### config.mk
export PLATFORM = sky130hd
export DESIGN_NAME = txSlotRetimer
export DESIGN_NICKNAME = d
export VERILOG_FILES = /design/src/rtl/txRetimePkg.sv /design/src/rtl/replayLane.sv /design/src/rtl/retimeCtl.sv /design/src/rtl/retimePath.sv /design/src/rtl/txSlotRetimer.sv
export SDC_FILE = /design/constraint.sdc
export NUM_CORES = 1
export LEC_CHECK = 0
export BUFFER_PORTS_ARGS = -buffer_cell sky130_fd_sc_hd__buf_2
export CAP_MARGIN = 10
export CORE_UTILIZATION = 54
export CTS_CLUSTER_SIZE = 40
export DETAILED_ROUTE_END_ITERATION = 7
export PLACE_DENSITY = 0.81
export SYNTH_ARGS = -nofsm -noshare
export SYNTH_HDL_FRONTEND = slang
export SYNTH_HIERARCHICAL = 1
export SYNTH_SLANG_ARGS = --single-unit
### constraint.sdc
create_clock -name clk -period 2.8 [get_ports clk]
set_clock_uncertainty 0.15 [all_clocks]
set_input_delay 0.28 -clock clk [delete_from_list [all_inputs] [get_ports clk]]
set_output_delay 0.28 -clock clk [all_outputs]
set_load 0.05 [all_outputs]
### src/rtl/txRetimePkg.sv
package txRetimePkg;
  // strobes issued by the control to the datapath each cycle
  typedef struct packed {
    logic dataCap;
    logic dataLoad;
    logic dataShift;
    logic sigCap;
    logic sigLoad;
    logic sigShift;
    logic mute;
  } retimeStrobe_t;
endpackage

### src/rtl/replayLane.sv
module replayLane #(
  parameter int WIDTH = 8
) (
  input  logic clk,
  input  logic rstN,
  input  logic serIn,
  input  logic capEn,
  input  logic loadEn,
  input  logic shiftEn,
  output logic outBit
);
  logic [WIDTH-1:0] capReg;
  logic [WIDTH-1:0] playReg;

  always_ff @(posedge clk) begin
    if (!rstN) begin
      capReg  <= '0;
      playReg <= '0;
      outBit  <= 1'b0;
    end else begin
      if (capEn) capReg <= {serIn, capReg[WIDTH-1:1]};
      if (loadEn) begin
        outBit  <= capReg[0];
        playReg <= {1'b0, capReg[WIDTH-1:1]};
      end else if (shiftEn) begin
        outBit  <= playReg[0];
        playReg <= {1'b0, playReg[WIDTH-1:1]};
      end else begin
        outBit  <= 1'b0;
      end
    end
  end

  // a lane with no replay strobe drives nothing in the next cycle
  assert_lane_idle_R7: assert property (@(posedge clk) disable iff (!rstN)
    (!loadEn && !shiftEn) |=> !outBit);
endmodule

### src/rtl/retimeCtl.sv
module retimeCtl
  import txRetimePkg::*;
#(
  parameter int BIT_W    = 3,
  parameter int SLOT_W   = 5,
  parameter int FRAME_W  = 8,
  parameter int SIG_SLOT = 16
) (
  input  logic              clk,
  input  logic              rstN,
  input  logic              syncIn,
  input  logic [SLOT_W-1:0] dataSlot,
  input  logic [SLOT_W-1:0] replaySel,
  output retimeStrobe_t     str
);
  localparam logic [SLOT_W-1:0] SLOT_HALF = SLOT_W'(1 << (SLOT_W - 1));
  localparam logic [BIT_W-1:0]  LAST_BIT  = '1;
  localparam logic [SLOT_W-1:0] SIG_IDX   = SLOT_W'(SIG_SLOT);

  logic [BIT_W-1:0]   bitCnt;
  logic [SLOT_W-1:0]  slotCnt;
  logic [FRAME_W-1:0] frameCnt;
  logic               sigPending;
  logic               sigActive;

  logic [SLOT_W-1:0] capSlot;
  logic [SLOT_W-1:0] repSlot;
  logic [SLOT_W-1:0] coarse;
  logic              sigWindow;
  logic              lastBit;

  always_comb begin
    capSlot   = dataSlot + SLOT_HALF;
    repSlot   = dataSlot + replaySel;
    coarse    = replaySel - SLOT_HALF;
    sigWindow = (slotCnt == SIG_IDX) && (frameCnt == '0);
    lastBit   = (bitCnt == LAST_BIT);

    str.mute      = (coarse == '0) || (coarse == SLOT_W'(1)) || (coarse == '1);
    str.dataCap   = (slotCnt == capSlot);
    str.dataLoad  = (slotCnt == repSlot) && (bitCnt == '0);
    str.dataShift = (slotCnt == repSlot) && (bitCnt != '0);
    str.sigCap    = sigWindow;
    str.sigLoad   = (slotCnt == replaySel) && (bitCnt == '0) && sigPending;
    str.sigShift  = sigActive && (bitCnt != '0);
  end

  always_ff @(posedge clk) begin
    if (!rstN || syncIn) begin
      bitCnt   <= '0;
      slotCnt  <= '0;
      frameCnt <= '0;
    end else begin
      bitCnt <= bitCnt + BIT_W'(1);
      if (lastBit) begin
        slotCnt <= slotCnt + SLOT_W'(1);
        if (slotCnt == '1) frameCnt <= frameCnt + FRAME_W'(1);
      end
    end
  end

  always_ff @(posedge clk) begin
    if (!rstN) begin
      sigPending <= 1'b0;
      sigActive  <= 1'b0;
    end else begin
      if (sigWindow && lastBit) sigPending <= 1'b1;
      else if (str.sigLoad)     sigPending <= 1'b0;
      if (str.sigLoad)  sigActive <= 1'b1;
      else if (lastBit) sigActive <= 1'b0;
    end
  end

  // sync realigns all counters to the start of a superframe
  assert_sync_align_R1: assert property (@(posedge clk) disable iff (!rstN)
    syncIn |=> (bitCnt == '0 && slotCnt == '0 && frameCnt == '0));

  // a slot ends after its last bit
  assert_slot_advance_R1: assert property (@(posedge clk) disable iff (!rstN)
    (lastBit && !syncIn) |=> (bitCnt == '0 && slotCnt == $past(slotCnt) + SLOT_W'(1)));

  // a signalling replay consumes its pending byte
  assert_sig_once_R6: assert property (@(posedge clk) disable iff (!rstN)
    str.sigLoad |=> !sigPending);
endmodule

### src/rtl/retimePath.sv
module retimePath
  import txRetimePkg::*;
#(
  parameter int BIT_W = 3
) (
  input  logic             clk,
  input  logic             rstN,
  input  logic             txIn,
  input  retimeStrobe_t    str,
  input  logic [BIT_W-1:0] fineSel,
  output logic             txOut
);
  localparam int WIDTH = 1 << BIT_W;
  localparam int DEPTH = WIDTH - 1;
  localparam int LANES = 2;

  logic [LANES-1:0] laneCap, laneLoad, laneShift, laneOut;
  logic             stream;
  logic [DEPTH-1:0] fineLine;
  logic [WIDTH-1:0] taps;

  assign laneCap   = {str.sigCap,   str.dataCap};
  assign laneLoad  = {str.sigLoad,  str.dataLoad};
  assign laneShift = {str.sigShift, str.dataShift};

  for (genvar g = 0; g < LANES; g++) begin : gLane
    replayLane #(.WIDTH(WIDTH)) uLane (
      .clk    (clk),
      .rstN   (rstN),
      .serIn  (txIn),
      .capEn  (laneCap[g]),
      .loadEn (laneLoad[g]),
      .shiftEn(laneShift[g]),
      .outBit (laneOut[g])
    );
  end

  assign stream = |laneOut;

  always_ff @(posedge clk) begin
    if (!rstN) fineLine <= '0;
    else       fineLine <= {fineLine[DEPTH-2:0], stream};
  end

  assign taps[0] = stream;
  for (genvar t = 1; t < WIDTH; t++) begin : gTap
    assign taps[t] = fineLine[t-1];
  end

  assign txOut = str.mute ? 1'b0 : taps[fineSel];

  // the merged stream is quiet after a cycle with no replay strobe
  assert_stream_idle_R7: assert property (@(posedge clk) disable iff (!rstN)
    !$past(str.dataLoad || str.dataShift || str.sigLoad || str.sigShift) |-> !stream);
endmodule

### src/rtl/txSlotRetimer.sv
module txSlotRetimer
  import txRetimePkg::*;
#(
  parameter int BIT_W    = 3,
  parameter int SLOT_W   = 5,
  parameter int FRAME_W  = 8,
  parameter int SIG_SLOT = 16
) (
  input  logic              clk,
  input  logic              rstN,
  input  logic              syncIn,
  input  logic              txIn,
  input  logic [SLOT_W-1:0] dataSlot,
  input  logic [SLOT_W-1:0] replaySel,
  input  logic [BIT_W-1:0]  fineSel,
  output logic              txOut
);
  retimeStrobe_t ctlStr;

  retimeCtl #(
    .BIT_W(BIT_W), .SLOT_W(SLOT_W), .FRAME_W(FRAME_W), .SIG_SLOT(SIG_SLOT)
  ) uCtl (
    .clk      (clk),
    .rstN     (rstN),
    .syncIn   (syncIn),
    .dataSlot (dataSlot),
    .replaySel(replaySel),
    .str      (ctlStr)
  );

  retimePath #(.BIT_W(BIT_W)) uPath (
    .clk    (clk),
    .rstN   (rstN),
    .txIn   (txIn),
    .str    (ctlStr),
    .fineSel(fineSel),
    .txOut  (txOut)
  );
endmodule

==> out/qor.yml <==
yosys:
  synth_top_family_by_area: "simple AND/OR/NAND/NOR gates"
  synth-compound-area-share: 0.0718
  synthAdderAreaFrac: 0.0595
  synth-simple-area-share: 0.195
  syn_area_mm2: 0.00286
  synth_cells: 275
  synthArstFlopShare: 0
  yosysUniqueCellTypes: 41
  synthFlopType: "dfxtp_1"
  ys_warn_count: 6
  syn_avg_cell_area_um2: 10.4
  muxShareOfSynthArea: 0.145
  ys_ff_latch: 57
  synth_fp_nets: 305
  synth_xor_area_frac: 0.0858
  synth_edf_count: 0
  yosysSeqAreaShare: 0.399
sta:
  tns_ps: 0
  tightest_slew_ps: 576
  setup_viol: 0
  final_max_slew_viol_count: 0
  finalHoldViolCount: 0
  min_period_ps: 2490
  grt_setup_unrepaired: "false"
  setup_ws_ps: 314
  fin_crit_sh: 0.888
  fmax_mhz: 402
  relSlewSlack: 0.616
power:
  powerDensity_mw_per_mm2: 562
  peakVddDrop_v: 0.000328
  power.leakage_nw: 1.33
  p_total_mw: 1.80
clock_network:
  insertion_delay_ps: 340
  clock-sinks: 57
  cts_hold_buf: 0
  cts_max_path_buffers: 2
  cts_buffers: 9
  path_clk_slew_ps: 70
  tritoncts: "built"
  cts-root-buf: "clkbuf_8"
  cts_resized: 0
  post-cts-setup-buffers: 0
  h-tree-depth: 3
finish:
  multi_input_area_mm2: 0.00160
  syn2layout_area_growth_pct: 12.2
  stdcell_count: 366
  seq_area_mm2: 0.00114
  nFillCells: 435
  antenna_cells: 0
  drive_gt1_frac: 0.193
  nNetsFinal: 321
floorplan:
  fp-row-count: 26
  die_h_um: 74.7
  core_area_mm2: 0.00511
  die_area_mm2: 0.00559
  initial_core_util: 0.560
  io_pins: 18
  die_w_um: 74.7
setup_path:
  timing.rr.start: "uCtl/slotCnt[4]"
  arrival_ps: 2570
  startpoint_type: "input pin"
  reg2reg_slack_ps: 520
  crit_path_end_kind: "flop"
  critPathRequiredTime_ps: 2890
  startpoint: "dataSlot[0]"
  crit_path_max_fanout: 8
  setup.worst_path.class: "input pin to flop"
drt:
  wl_mm: 4.90
  vias: 1903
  drc_errors: 0
  firstDrtPassIters: 4
  ant_nets: 0
  drt-initial-drc-count: 64
  avgViaCountPerCell: 5.20
  wl_per_cell_um: 13.4
hold_path:
  min-delay-start: "rstN"
  hold_path.class: "input pin to flop"
placement:
  dp.cells: 350
  dp_hpwl_mm: 3.33
  gp_congestion: 0.793
  io_buffers: 17
  pre_cts_ws_ps: 6.79
global_route:
  gr-total-overflow: 0
  grt_pass1_vias: 1756
  grt_pass1_wl_mm: 7.85
  grt.total_usage: 0.193
  grt_max_degree: 42
  antenna_found_initial: 0
flow_run:
  drv_cap: 0
outcome:
  status: "completed"
sequential cells by signal, indices dropped and copies added, names as in the netlist:
| signal | cells |
|---|---|
| uCtl/frameCnt | 8 |
| uPath/fineLine | 7 |
| uCtl/bitCnt | 3 |
| uCtl/slotCnt | 5 |
| uPath/gLane.uLane/playReg | 14 |
| uPath/gLane.uLane/capReg | 16 |
| uCtl/sigPending | 1 |
| uCtl/sigActive | 1 |
| uPath/gLane.uLane/outBit | 2 |
metal layers:
metal  wire length [um]  track usage  vias to the layer above
met1               2270        0.237                      893
met3                191       0.0616                       12
met2               2320        0.297                       31
li1                   -            -                      967
met4                121        0.113                        0
met5                  0            0                        -
final timing paths:
check | end | cells past startpoint
worst max register to register | uPath/gLane[0].uLane/playReg[5] | 7
worst min-delay path | uPath/gLane[1].uLane/capReg[5] | 2
worst max-delay path | uPath/gLane[0].uLane/playReg[5] | 10
worst min register to register | uPath/fineLine[6] | 1
synthesized netlist by cell type (3+ instances only):
cell type   n  area, um2
nand2_1    10       37.5
xor2_1     11       96.3
and3_1      3       18.8
and2_1      9       56.3
clkbuf_1    5       18.8
nor2b_1    16        100
dfxtp_1    57       1140
buf_2       9       45.0
mux2_4     12        180
nand3b_1    3       22.5
nor2_1     19       71.3
ha_1       12        150
xnor2_1    17        149
nand2b_1   14       87.6
o211a_1    12        120
mux2i_1    19        190
inv_1       8       30.0
nand4_1     7       43.8
layout make-up:
class | count | area share
Inverter | 8 | 0.00936
Multi-Input combinational cell | 193 | 0.499
Sequential cell | 57 | 0.356
Clock inverter | 7 | 0.0320
Timing Repair Buffer | 22 | 0.0382
Tap cell | 70 | 0.0273
Clock buffer | 9 | 0.0386
through the flow:
step / util / area, um2 / hold slack [ps]
floorplan: - / 2860 / 252
global placement: 0.584 / 2980 / 279
detailed placement: 0.584 / 2980 / 299
CTS: 0.628 / 3210 / 66.7
global route: 0.628 / 3210 / 77.9
finish: 0.628 / 3210 / 79.2
cell families (layout without fill, tap and decap cells):
family	Yosys count	in the layout
buffers and inverters	25	46
and+or+nand+nor	95	95
muxes	33	33
DFF	57	57
AOI/OAI and AO/OA	24	24
xor gates and xnor gates	28	28
adders and majority gates	13	13
cell usage in the layout (no fill, tap or decap), drive strengths merged, types with 2 or more instances in the layout:
master  instances
a21boi          4
nor4b           3
nor2b          16
buf            22
or3b            2
nor2           19
ha             12
bufinv          2
o211a          12
mux2i          19
a21o            2
mux4            2
nand3           2
mux2           12
clkbuf          9
and2           10
nand3b          3
nand4           7
inv            10
nand2b         14
dfxtp          57
clkinv          2
xor2           11
and3            3
xnor2          17
nand2          10
a21oi           2
power by group:
part	internal, mW	switching (mW)	total, mW
clock	0.509	0.359	0.868
sequential	0.816	0.00357	0.820
combinational	0.0548	0.0595	0.114
total	1.38	0.422	1.80
worst max-delay path: stages:
cell and delay (ps):
buf_2 110, ha_1 220, fa_1 410, a21o_1 190
a21oi_1 180, xnor2_1 150, nor4b_2 280, buf_4 230
mux2_4 310, o211a_1 210
(Power assumes the default switching activity.)
